`src/rtl/remap_pkg.sv`:
```
package remap_pkg;

    typedef enum logic [1:0] {
        ST_IDLE  = 2'd0,
        ST_RUN   = 2'd1,
        ST_UNSUP = 2'd2
    } gen_state_e;

    // dimension codes: 0 = x, 1 = y, 2 = z
    // result packs {outer, middle, inner}, two bits each
    function automatic logic [5:0] loop_order(input logic [2:0] perm);
        logic [5:0] ord;
        case (perm)
            3'b000:  ord = {2'd2, 2'd1, 2'd0};
            3'b001:  ord = {2'd1, 2'd2, 2'd0};
            3'b010:  ord = {2'd2, 2'd0, 2'd1};
            3'b011:  ord = {2'd0, 2'd2, 2'd1};
            3'b100:  ord = {2'd1, 2'd0, 2'd2};
            3'b101:  ord = {2'd0, 2'd1, 2'd2};
            default: ord = {2'd2, 2'd1, 2'd0};
        endcase
        return ord;
    endfunction

    function automatic logic is_indexed(input logic [2:0] perm);
        return perm[2] & perm[1];
    endfunction

endpackage

```
`src/rtl/remap_dim_ctr.sv`:
```
module remap_dim_ctr #(
    parameter int SZ_W = 6
) (
    input  logic            clk,
    input  logic            rst_n,
    input  logic            load_i,
    input  logic            adv_i,
    input  logic [SZ_W-1:0] size_m1_i,
    input  logic            rev_i,
    output logic [SZ_W-1:0] cnt_o,
    output logic            term_o
);

    logic [SZ_W-1:0] start_val;

    assign start_val = rev_i ? size_m1_i : '0;
    assign term_o    = rev_i ? (cnt_o == '0) : (cnt_o == size_m1_i);

    always_ff @(posedge clk or negedge rst_n) begin
        if (!rst_n) begin
            cnt_o <= '0;
        end else if (load_i) begin
            cnt_o <= start_val;
        end else if (adv_i) begin
            if (term_o)
                cnt_o <= start_val;
            else if (rev_i)
                cnt_o <= cnt_o - 1'b1;
            else
                cnt_o <= cnt_o + 1'b1;
        end
    end

endmodule

```
`src/rtl/remap_flatten.sv`:
```
module remap_flatten #(
    parameter int SZ_W  = 6,
    parameter int OFF_W = 4,
    parameter int IDX_W = 3 * SZ_W + 1
) (
    input  logic [SZ_W-1:0]  cnt_x_i,
    input  logic [SZ_W-1:0]  cnt_y_i,
    input  logic [SZ_W-1:0]  cnt_z_i,
    input  logic [SZ_W-1:0]  sz_x_i,
    input  logic [SZ_W-1:0]  sz_y_i,
    input  logic [SZ_W-1:0]  sz_z_i,
    input  logic [5:0]       order_i,
    input  logic [1:0]       skip_i,
    input  logic [OFF_W-1:0] off_i,
    output logic [IDX_W-1:0] idx_o
);

    logic [SZ_W-1:0]  cnt_a  [0:3];
    logic [SZ_W-1:0]  size_a [0:3];
    logic [IDX_W-1:0] stride;
    logic [IDX_W-1:0] acc;
    logic [1:0]       d;

    assign cnt_a[0]  = cnt_x_i;
    assign cnt_a[1]  = cnt_y_i;
    assign cnt_a[2]  = cnt_z_i;
    assign cnt_a[3]  = '0;
    assign size_a[0] = sz_x_i;
    assign size_a[1] = sz_y_i;
    assign size_a[2] = sz_z_i;
    assign size_a[3] = '0;

    always_comb begin
        stride = IDX_W'(1);
        acc    = IDX_W'(off_i);
        d      = 2'd0;
        for (int k = 0; k < 3; k++) begin
            d = order_i[2*k +: 2];
            if (skip_i != d + 2'd1) begin
                acc    = acc + IDX_W'(cnt_a[d]) * stride;
                stride = stride * (IDX_W'(size_a[d]) + IDX_W'(1));
            end
        end
        idx_o = acc;
    end

endmodule

```
`src/rtl/remap_idx_gen.sv`:
```
module remap_idx_gen
    import remap_pkg::*;
#(
    parameter int SZ_W   = 6,
    parameter int PERM_W = 3,
    parameter int OFF_W  = 4,
    parameter int SKIP_W = 2,
    parameter int MODE_W = 2,
    localparam int WORD_W = 3 * SZ_W + PERM_W + 3 + OFF_W + SKIP_W + MODE_W,
    localparam int IDX_W  = 3 * SZ_W + 1
) (
    input  logic              clk,
    input  logic              rst_n,
    input  logic [WORD_W-1:0] shape_i,
    input  logic              start_i,
    input  logic              step_i,
    output logic [IDX_W-1:0]  idx_o,
    output logic [SZ_W-1:0]   cnt_x_o,
    output logic [SZ_W-1:0]   cnt_y_o,
    output logic [SZ_W-1:0]   cnt_z_o,
    output logic              valid_o,
    output logic              last_o,
    output logic              unsup_o
);

    localparam int X_LO = WORD_W - SZ_W;
    localparam int Y_LO = X_LO - SZ_W;
    localparam int Z_LO = Y_LO - SZ_W;
    localparam int P_LO = Z_LO - PERM_W;
    localparam int I_LO = P_LO - 3;
    localparam int O_LO = I_LO - OFF_W;
    localparam int S_LO = O_LO - SKIP_W;

    gen_state_e        state_q, state_d;
    logic [WORD_W-1:0] shape_q;
    logic [WORD_W-1:0] cur;
    logic [SZ_W-1:0]   sz   [0:2];
    logic [SZ_W-1:0]   cnt  [0:2];
    logic [2:0]        rev;
    logic [3:0]        term_v;
    logic [3:0]        adv_v;
    logic [5:0]        order;
    logic [PERM_W-1:0] perm;
    logic              go;
    logic              carry;
    logic [1:0]        d;
    logic [IDX_W-1:0]  flat_idx;
    logic              unused_mode_bits;

    assign unused_mode_bits = ^shape_i[S_LO-1:0];

    // fields come straight from the input in a start cycle so the load sees them
    assign cur    = start_i ? shape_i : shape_q;
    assign sz[0]  = cur[X_LO +: SZ_W];
    assign sz[1]  = cur[Y_LO +: SZ_W];
    assign sz[2]  = cur[Z_LO +: SZ_W];
    assign rev    = {cur[I_LO], cur[I_LO+1], cur[I_LO+2]};
    assign perm   = cur[P_LO +: PERM_W];
    assign order  = loop_order(perm);
    assign go     = (state_q == ST_RUN) && step_i && !start_i;

    // ripple carry through the loop order, innermost first
    always_comb begin
        adv_v = '0;
        carry = go;
        d     = 2'd0;
        for (int k = 0; k < 3; k++) begin
            d        = order[2*k +: 2];
            adv_v[d] = carry;
            carry    = carry & term_v[d];
        end
    end

    assign term_v[3] = 1'b1;

    for (genvar g = 0; g < 3; g++) begin : g_dim
        remap_dim_ctr #(.SZ_W(SZ_W)) u_ctr (
            .clk       (clk),
            .rst_n     (rst_n),
            .load_i    (start_i),
            .adv_i     (adv_v[g]),
            .size_m1_i (sz[g]),
            .rev_i     (rev[g]),
            .cnt_o     (cnt[g]),
            .term_o    (term_v[g])
        );
    end

    remap_flatten #(.SZ_W(SZ_W), .OFF_W(OFF_W), .IDX_W(IDX_W)) u_flat (
        .cnt_x_i (cnt[0]),
        .cnt_y_i (cnt[1]),
        .cnt_z_i (cnt[2]),
        .sz_x_i  (sz[0]),
        .sz_y_i  (sz[1]),
        .sz_z_i  (sz[2]),
        .order_i (order),
        .skip_i  (cur[S_LO +: SKIP_W]),
        .off_i   (cur[O_LO +: OFF_W]),
        .idx_o   (flat_idx)
    );

    always_ff @(posedge clk or negedge rst_n) begin
        if (!rst_n)
            shape_q <= '0;
        else if (start_i)
            shape_q <= shape_i;
    end

    always_comb begin
        state_d = state_q;
        unique case (state_q)
            ST_IDLE, ST_RUN, ST_UNSUP: begin
                if (start_i)
                    state_d = is_indexed(shape_i[P_LO +: PERM_W]) ? ST_UNSUP : ST_RUN;
            end
            default: state_d = ST_IDLE;
        endcase
    end

    always_ff @(posedge clk or negedge rst_n) begin
        if (!rst_n)
            state_q <= ST_IDLE;
        else
            state_q <= state_d;
    end

    always_comb begin
        valid_o = (state_q == ST_RUN);
        unsup_o = (state_q == ST_UNSUP);
        last_o  = valid_o && (&term_v[2:0]);
        idx_o   = valid_o ? flat_idx : '0;
        cnt_x_o = cnt[0];
        cnt_y_o = cnt[1];
        cnt_z_o = cnt[2];
    end

endmodule

```
`config.mk`:
```
export PLATFORM = sky130hd
export DESIGN_NAME = remap_idx_gen
export DESIGN_NICKNAME = d
export VERILOG_FILES = /design/src/rtl/remap_pkg.sv /design/src/rtl/remap_dim_ctr.sv /design/src/rtl/remap_flatten.sv /design/src/rtl/remap_idx_gen.sv
export SDC_FILE = /design/constraint.sdc
export NUM_CORES = 1
export LEC_CHECK = 0
export ABC_AREA = 1
export BUFFER_PORTS_ARGS = -buffer_cell sky130_fd_sc_hd__buf_4
export CELL_PAD_IN_SITES_DETAIL_PLACEMENT = 1
export CELL_PAD_IN_SITES_GLOBAL_PLACEMENT = 1
export CORE_MARGIN = 2
export CORE_UTILIZATION = 47
export CTS_CLUSTER_DIAMETER = 30
export DETAILED_ROUTE_END_ITERATION = 12
export GPL_TIMING_DRIVEN = 1
export HOLD_SLACK_MARGIN = 0.1
export PLACE_DENSITY_LB_ADDON = 0.1
export SYNTH_ARGS = -nofsm -noshare
export SYNTH_HDL_FRONTEND = slang
export SYNTH_SLANG_ARGS = --single-unit
```
`constraint.sdc`:
```
create_clock -name clk -period 17.1 [get_ports clk]
set_input_delay 3.42 -clock clk [delete_from_list [all_inputs] [get_ports clk]]
set_output_delay 3.42 -clock clk [all_outputs]
set_load 0.05 [all_outputs]
```
; ---- Yosys cells after proc, flatten, opt, wreduce, memory -nomap -nowiden
; Index checks and enable logic that the tools add are counted.
[classes]
eq_ne = 14
n_bitwise = 7
muxes = 56
mul = 3
addsub = 14
reduce_logical = 16
n_lt_le_gt_ge = 9
[ops]
columns = cell, count
row1 = 6-bit 2-to-1 mux, 25
row2 = 19-bit 2-to-1 mux, 6
row3 = 6-bit binary-select mux with 2-bit select, 5
row4 = 19-bit adder, 2
row5 = 6-bit by 19-bit multiplier with 19-bit output, 2
row6 = 32-bit 2-to-1 mux, 1
row7 = 6-bit case mux with 5 select lines, 1
row8 = 19-bit by 19-bit multiplier with 19-bit output, 1
row9 = "6-bit by 1-bit adder with 6-bit output, second input constant", 3
row10 = 6-bit == test, 3
row11 = 6-bit zero test, 3
row12 = "6-bit by 1-bit subtractor with 6-bit output, second input constant", 3
row13 = "6-bit by 1-bit adder with 7-bit output, second input constant", 2
row14 = "3-bit >= comparator, second input constant", 3
row15 = "2-bit by 3-bit less-than comparator with 1-bit output, second input constant", 3
row16 = 2-bit NOT with 3-bit output, 3
row17 = 4-bit bitwise mux, 2
row18 = 1-bit 2-to-1 mux, 8
row19 = 4-bit by 6-bit adder with 7-bit output, 1
row20 = "2-bit by 1-bit adder with 2-bit output, second input constant", 3
row21 = 1-bit demux with 2-bit select, 3
row22 = "3-bit by 2-bit == test with 1-bit output, second input constant", 2
row23 = "3-bit == test, second input constant", 2
row24 = "2-bit by 1-bit >= comparator with 1-bit output, second input constant", 3
row25 = 15 further kinds, 29
[totals]
register_bits = 52
output_inout_bits = 40
inputBits = 36
elab_cells = 125

; ---- Longest topological paths before layout
; Gate-level depths: netlist (run 1).
[depth]
depth_word = 15
ltp_mapped = 58
depth_no_buf = 56

; ---- By module
; From an unflattened synthesis (run 1), not the netlist that was laid out.
[unflattened]
cells_unflattened = 1861
area_unflattened_um2 = 12248.0
[by_module_without_submodules]
columns = mod, seq_area_each_um2, n_inst, cells_per_inst, area_each_um2
row1 = remap_flatten, 0.0, 1, 1191, 8077.7
row2 = remap_dim_ctr, 150.1, 3, 143, 805.8
row3 = remap_idx_gen, 800.8, 1, 241, 1752.9

; ---- Worst setup path before layout (run 1)
; No wires, ideal clock.
[synth_path]
path_type = input to output
startpoint = input port start_i
endpoint = output port idx_o[15]
required_time_ns = 13.680
n_path_buf = 3
t_arrival_ns = 13.298
path_slack_ns = 0.382
path_stages = 53
path_cell_list = buf_6 -> inv_4 -> buf_6 -> nand2_2 -> nand2_4 -> ha_1 -> buf_2 -> nor2_1 -> clkinv_1 -> o21a_1 -> inv_1 -> ha_1 -> nand2_1 -> nor2_1 -> inv_1 -> nor2_2 -> inv_1 -> nand3_2 -> (+17 left out) -> nand3_1 -> or2_2 -> fa_1 -> inv_1 -> fa_1 -> fa_1 -> inv_1 -> fa_1 -> inv_1 -> ha_1 -> inv_1 -> nor3_1 -> nand4_1 -> nand3_1 -> nand3_1 -> nand2_1 -> nor2_1 -> nor3b_1
[synth_between]
elab_chain_cells = 15
elab_cells_between_ends = 45
cone_classes = 8 x add/sub / 3 x mul / 8 x eq/ne / 23 x mux / 3 x bitwise
[synth_rtl]
columns = element, line_no
row1 = start: declaration, remap_idx_gen.sv:15  ; input logic start_i,
row2 = 32-bit 2-to-1 mux *, n/a
row3 = named net cur[12], remap_idx_gen.sv:36  ; logic [WORD_W-1:0] cur;
row4 = 3-bit == test (tied with other cells), remap_pkg.sv:13  ; case (perm)
row5 = 6-bit case mux with 5 select lines *, remap_pkg.sv:13
row6 = 2-bit NOT with 3-bit output (implied by the code), "remap_flatten.sv:40, remap_flatten.sv:41"
row7 = 6-bit binary-select mux with 2-bit select, remap_flatten.sv:41  ; stride = stride * (IDX_W'(size_a[d]) + IDX_W'(1));
row8 = 6-bit 2-to-1 mux (implied by the code) (2 in series), remap_flatten.sv:41
row9 = 6-bit by 1-bit adder with 7-bit output, remap_flatten.sv:41
row10 = 19-bit 2-to-1 mux, remap_flatten.sv:39  ; if (skip_i != d + 2'd1) begin
row11 = 19-bit by 19-bit multiplier with 19-bit output / 6-bit by 19-bit multiplier with 19-bit output (equally long branches), "remap_flatten.sv:41, remap_flatten.sv:40"
row12 = 19-bit 2-to-1 mux / 19-bit adder (equally long branches), "remap_flatten.sv:39, remap_flatten.sv:40"
row13 = 6-bit by 19-bit multiplier with 19-bit output / 19-bit 2-to-1 mux (equally long branches), "remap_flatten.sv:40, remap_flatten.sv:39"
row14 = 19-bit adder, remap_flatten.sv:40  ; acc = acc + IDX_W'(cnt_a[d]) * stride;
row15 = 19-bit 2-to-1 mux *, remap_flatten.sv:39
row16 = 19-bit 2-to-1 mux *, remap_idx_gen.sv:131  ; idx_o = valid_o ? flat_idx : '0;
row17 = end: declaration, remap_idx_gen.sv:17  ; output logic [IDX_W-1:0] idx_o,
; The timed path passes the listed nets; every way through them passes the cells marked *. The select of a mux whose other input is x is not followed.

; ---- Worst setup path in the final report (run 1)
[layout_path]
startpoint = input port start_i
endpoint = output port idx_o[17]
[layout_between]
elab_chain_cells = 15
elab_cells_between_ends = 45
cone_classes = 8 x add/sub / 3 x mul / 8 x eq/ne / 23 x mux / 3 x bitwise
[layout_rtl]
columns = element, line_no
row1 = 32-bit 2-to-1 mux *, n/a
row2 = 3-bit == test (tied with other cells), remap_pkg.sv:13
row3 = 6-bit case mux with 5 select lines, remap_pkg.sv:13
row4 = 2-bit NOT with 3-bit output (implied by the code), "remap_flatten.sv:40, remap_flatten.sv:41"
row5 = 6-bit binary-select mux with 2-bit select, remap_flatten.sv:41
row6 = 6-bit 2-to-1 mux (implied by the code) (2 in series), remap_flatten.sv:41
row7 = 6-bit by 1-bit adder with 7-bit output, remap_flatten.sv:41
row8 = 19-bit 2-to-1 mux, remap_flatten.sv:39
row9 = 19-bit by 19-bit multiplier with 19-bit output / 6-bit by 19-bit multiplier with 19-bit output (equally long branches), "remap_flatten.sv:41, remap_flatten.sv:40"
row10 = 19-bit 2-to-1 mux / 19-bit adder (equally long branches), "remap_flatten.sv:39, remap_flatten.sv:40"
row11 = 6-bit by 19-bit multiplier with 19-bit output / 19-bit 2-to-1 mux (equally long branches), "remap_flatten.sv:40, remap_flatten.sv:39"
row12 = 19-bit adder, remap_flatten.sv:40
row13 = 19-bit 2-to-1 mux *, remap_flatten.sv:39
row14 = 19-bit 2-to-1 mux *, remap_idx_gen.sv:131
; Every way passes the cells marked *; elsewhere a longest branch is shown, timed or not. The select of a mux whose other input is x is not followed.

==> results.sh, run 1 <==
export IMPL_drt_initial_drc_count=692
export IMPL_cp_end_kind="output port"
export IMPL_ys_ff_latch=50
export IMPL_overflow=0
export IMPL_cts_tree="done"
export IMPL_worst_hold_slack_ns=0.522
export IMPL_numCtsBuffers=5
export IMPL_first_global_vias=11600
export IMPL_netlist_cell_type_count=59
export IMPL_place_inst=2027
export IMPL_cts_hold_buf=0
export IMPL_final_hold_violation_count=0
export IMPL_async_flop_share=1.00
export IMPL_die_width_um=160
export IMPL_cts_max_path_buffers=2
export IMPL_ios=76
export IMPL_gp_congestion=0.940
export IMPL_hold_class="reg2reg"
export IMPL_synth_ff_type="dfrtp_1"
export IMPL_routed_wl_mm=37.4
export IMPL_syn_to_final_growth_pct=12.3
export IMPL_cp_max_fo=12
export IMPL_fp_dieArea_um2=25700
export IMPL_routed_via_density=5.44
export IMPL_slew_headroom=0.515
export IMPL_drtPass1Iterations=5
export IMPL_drv_cap=0
export IMPL_drive_gt1_frac=0.132
export IMPL_fin_crit_ns=16.56
export IMPL_layout_commonest_cell="nand2_1"
export IMPL_cpMaxStageDelayCell="fa_1"
export IMPL_grt_usage=0.295
export IMPL_drc=0
export IMPL_antenna_found_initial=0
export IMPL_skew_ns=0.00900
export IMPL_slew_violations=0
export IMPL_cp_arrival_ns=13.14
export IMPL_grt_start_max_net_pins=51
export IMPL_cp_slowest_stage_delay_ns=0.55
export IMPL_num_rows=57
export IMPL_status="complete, no violations"
export IMPL_critPathKind="in2out"
export IMPL_final_setup_tns_ns=0
export IMPL_fillers=3166
export IMPL_postSynthCellCount=1625
export IMPL_fp_dieH_um=160
export IMPL_h_tree_depth=2
export IMPL_insertedDiodeCount=0
export IMPL_cp_start_kind="input pin"
export IMPL_crit_family="adder cells"
export IMPL_cts_sinks=50
export IMPL_clk_pin_slew_worst_paths_ns=0.07
export IMPL_worst_pin_slew_ns=0.727
export IMPL_clkLatencyLatePin_ns=0.30
export IMPL_required_ns=13.68
export IMPL_nNetsFinal=2001
export IMPL_start_util=0.476
export IMPL_numPortBuffers=73
export IMPL_drtAntennaViolNets=0
export IMPL_max_freq_ghz=0.0604
export IMPL_grt_pass1_wl_mm=61.1
export IMPL_cts_root_buf="clkbuf_16"
export IMPL_final_cells=2045
export IMPL_crit_top_cell="nand2_1"
export IMPL_ys_seq_area_frac=0.109
export IMPL_synth_edff_count=0
export IMPL_path_buf_inv=13
export IMPL_routedWlPerCell_um=18.3
export IMPL_dpl_hpwl_mm=31.5
export IMPL_vias=11100
export IMPL_final_cell_mix="nand2_1, inv_1, nor2_1"
export IMPL_synth_area_per_cell_um2=7.08
export IMPL_core_area_um2=24200
export IMPL_synth_warnings=0
export IMPL_syn_num_nets=1906
export IMPL_finalSetupViolCount=0
export IMPL_synth_area_um2=11500
export IMPL_fin_crit_sh=0.968
==> kinds of logic after synthesis <==
kind of cell	synth area share
and+or+nand+nor	0.275
buffers and inverters	0.111
adders and majority gates	0.345
AOI/OAI and AO/OA	0.122
DFF	0.109
xor gates and xnor gates	0.0371
==> routing by layer <==
| layer | up-vias | wire length, µm | GRT usage |
|---|---|---|---|
| li1 | 5337 | - | - |
| met1 | 5521 | 18400 | 0.435 |
| met2 | 239 | 16700 | 0.473 |
| met3 | 24 | 1980 | 0.0387 |
| met4 | 0 | 329 | 0.0414 |
| met5 | - | 0 | 0 |
==> area by class of cell <==
cell class,instances,area [µm²],share of cell area
multi-input cells,1251,9080,0.704
flip-flops and latches,50,1250,0.0969
clock buffers,5,125,0.00969
inverters,296,1120,0.0871
well taps,324,405,0.0314
clock inverters,3,22.5,0.00175
repair buffers,116,893,0.0692
==> cell usage after synthesis, drive strengths merged (9+ instances only) <==
library cell,count,area (µm²)
nor3,13,65.1
buf,19,133
nand4,30,188
a31oi,9,77.6
nand2,409,1610
or2,15,93.8
xor2,34,313
nor2,181,697
a21oi,61,328
fa,120,2400
o21ai,93,518
ha,125,1560
inv,294,1110
o211ai,11,87.6
dfrtp,50,1250
o22ai,18,125
xnor2,13,114
clkbuf,9,33.8
nand3,77,440
==> worst reg2reg max path, stage by stage, from the launching register on <==
cell and delay (ns):
dfrtp_1 0.37, inv_1 0.05, nand2_1 0.10, nand2_4 0.09
ha_4 0.33, inv_1 0.07, nand2_1 0.11, nand2_1 0.17
buf_4 0.22, ha_1 0.21, o21ai_0 0.21, inv_1 0.08
nand2_1 0.35, nand3_2 0.21, nand2_1 0.10, nand2_1 0.05
==> final timing paths <==
check,start,end,slack [ns],cells past startpoint
min in group asynchronous,rst_n,shape_q[30],3.14,1
hold reg to reg,shape_q[4],shape_q[4],0.52,2
max in group asynchronous,rst_n,shape_q[12],13.49,1
setup / recovery,start_i,idx_o[17],0.54,53
setup reg to reg,shape_q[12],g_dim[2].u_ctr.cnt_o[0],14.27,15
hold / removal,shape_q[4],shape_q[4],0.52,2
==> metrics by stage <==
stage | setup slack (ns) | utilization | cell area, µm²
after floorplan | 0.382 | - | 11500
after global placement | 0.0988 | 0.518 | 12500
after detailed placement | -0.201 | 0.518 | 12500
after CTS | 0.0180 | 0.526 | 12700
after global routing | -0.0730 | 0.534 | 12900
final | 0.542 | 0.534 | 12900
==> flip-flops by register name (all words and copies together), names as in the netlist <==
register / count
state_q: 2
g_dim.u_ctr.cnt_o: 18
shape_q: 30
==> timing repair <==
action	in CTS	in global routing
setup endpoints to repair	3	7
setup buffers	4	6
gates resized for setup	6	37
pin swaps	2	5
Power of run 1 is not shown: default switching activity piles up to over one toggle a cycle in this logic, so the estimate is an artifact.
==> run 2: changes to the inputs <==
Settings changed: BUFFER_PORTS_ARGS -buffer_cell sky130_fd_sc_hd__buf_4 to -buffer_cell sky130_fd_sc_hd__buf_2.
==> run 2 against run 1 <==
  * Final area shrank 0.22%
  * Cell count grew 0.54%
  * Setup slack lost 0.051 ns
  * Fmax shrank 0.31%
  * Global-route usage is essentially flat
  * Die area is the same
  * Sequential cell count is the same
  * Critical path type unchanged
  * Highest routed layer unchanged
==> results.sh, run 2 (synthesis gave the netlist of run 1 again) <==
export IMPL_status="complete, no violations"
export IMPL_holdCritStartpoint="shape_q[4]"
export IMPL_clk_pin_slew_worst_paths_ns=0.07
export IMPL_cts_sinks=50
export IMPL_drtPass1Iterations=5
export IMPL_use_met1=0.443
export IMPL_layout_commonest_cell="nand2_1"
export IMPL_vias=11200
export IMPL_insertedDiodeCount=0
export IMPL_slew_violations=0
export IMPL_worst_pin_slew_ns=0.780
export IMPL_numCtsBuffers=5
export IMPL_drtAntennaViolNets=0
export IMPL_fin_crit_ns=16.61
export IMPL_reg_top3="shape_q x30, g_dim.u_ctr.cnt_o x18, state_q x2"
export IMPL_fp_dieArea_um2=25700
export IMPL_drt_initial_drc_count=719
export IMPL_cts_max_path_buffers=2
export IMPL_dpl_hpwl_mm=31.7
export IMPL_first_global_vias=11500
export IMPL_setup_worst_path_start="start_i"
export IMPL_largest_register="shape_q"
export IMPL_crit_top_cell="inv_1"
export IMPL_cp_end_kind="output port"
export IMPL_drc=0
export IMPL_max_freq_ghz=0.0602
export IMPL_start_util=0.476
export IMPL_routed_wl_mm=37.6
export IMPL_largest_register_ffs=30
export IMPL_final_hold_violation_count=0
export IMPL_routed_via_density=5.47
export IMPL_r2r_start="shape_q[22]"
export IMPL_crit_family="adder cells"
export IMPL_grt_start_max_net_pins=51
export IMPL_grt_pass1_wl_mm=61.1
export IMPL_overflow=0
export IMPL_cp_max_fo=8
export IMPL_cpMaxStageDelayCell="fa_1"
export IMPL_slew_headroom=0.480
export IMPL_critPathKind="in2out"
export IMPL_gp_congestion=0.952
export IMPL_final_cell_mix="nand2_1, inv_1, nor2_1"
export IMPL_hold_class="reg2reg"
export IMPL_required_ns=13.68
export IMPL_cts_root_buf="clkbuf_16"
export IMPL_syn_to_final_growth_pct=12.0
export IMPL_die_width_um=160
export IMPL_busiest_layer="met2"
export IMPL_nNetsFinal=2012
export IMPL_finalSetupViolCount=0
export IMPL_core_area_um2=24200
export IMPL_fin_crit_sh=0.971
export IMPL_path_buf_inv=17
export IMPL_fin_util=0.533
export IMPL_skew_ns=0.0129
export IMPL_use_met3=0.0354
export IMPL_ios=76
export IMPL_h_tree_depth=2
export IMPL_antenna_found_initial=0
export IMPL_cp_start_kind="input pin"
export IMPL_drv_cap=0
export IMPL_num_rows=57
export IMPL_grtUsageMet2=0.470
export IMPL_fp_dieH_um=160
export IMPL_numPortBuffers=73
export IMPL_drive_gt1_frac=0.145
export IMPL_routedWlPerCell_um=18.3
export IMPL_clkLatencyLatePin_ns=0.31
export IMPL_cp_slowest_stage_delay_ns=0.56
export IMPL_grt_usage=0.295
export IMPL_cp_arrival_ns=13.19
export IMPL_cts_tree="done"
[run 2: final cells by class]
class	count	area [µm²]
fillers	3229	11300
clock inverters	3	22.5
flip-flops and latches	50	1250
repair buffers	126	796
clock buffers	5	125
multi-input cells	1252	9150
inverters	296	1130
well taps	324	405
[run 2: worst paths after layout]
check	end	slack, ns	depth (start not counted)
worst max-delay path	idx_o[16]	0.49	54
worst min-delay path	shape_q[4]	0.53	2
max in group asynchronous	shape_q[3]	13.39	2
worst min register to register	shape_q[4]	0.53	2
min in group asynchronous	shape_q[15]	3.22	2
worst max register to register	g_dim[2].u_ctr.cnt_o[2]	14.39	15
[run 2: worst reg2reg max path, cell delays in order (launching register included)]
cell     delay (ns)
dfrtp_1        0.33
inv_1          0.04
o21ai_1        0.49
buf_4          0.25
xor2_1         0.16
nor3_1         0.07
nand2_1        0.11
nand3_1        0.09
nand2_1        0.07
nand2_1        0.08
nand2_2        0.11
nand2_1        0.07
nand2_1        0.36
nand3_2        0.22
nand2_1        0.11
nand2_1        0.05
[run 2: per-layer routing]
layer,part of all wire,vias to the layer above
li1,-,5371
met2,0.45,251
met1,0.49,5594
met5,0,-
met3,0.048,26
met4,0.0091,0
[run 2: metrics by stage]
step           cells  TNS, ns  area, µm²  hold WS [ns]  setup slack (ns)
3_3_place_gp    2042        0      12500         0.485            0.0945
3_5_place_dp    2042   -0.224      12500         0.508            -0.224
5_1_grt         2056   -0.125      12900         0.565           -0.0753
2_1_floorplan   1625        0      11500         0.458             0.382
4_1_cts         2050        0      12600         0.524            0.0349
6_report        2056        0      12900         0.526             0.490
[run 2: timing repair]
action                     4_1_cts  5_1_grt
setup endpoints to repair        2        8
cloned                           0        1
pin swaps                        0        9
hold buffers                     0        0
buffers inserted                 0        5
gates resized for setup          3       59
Power of run 2 is left out for the same reason.
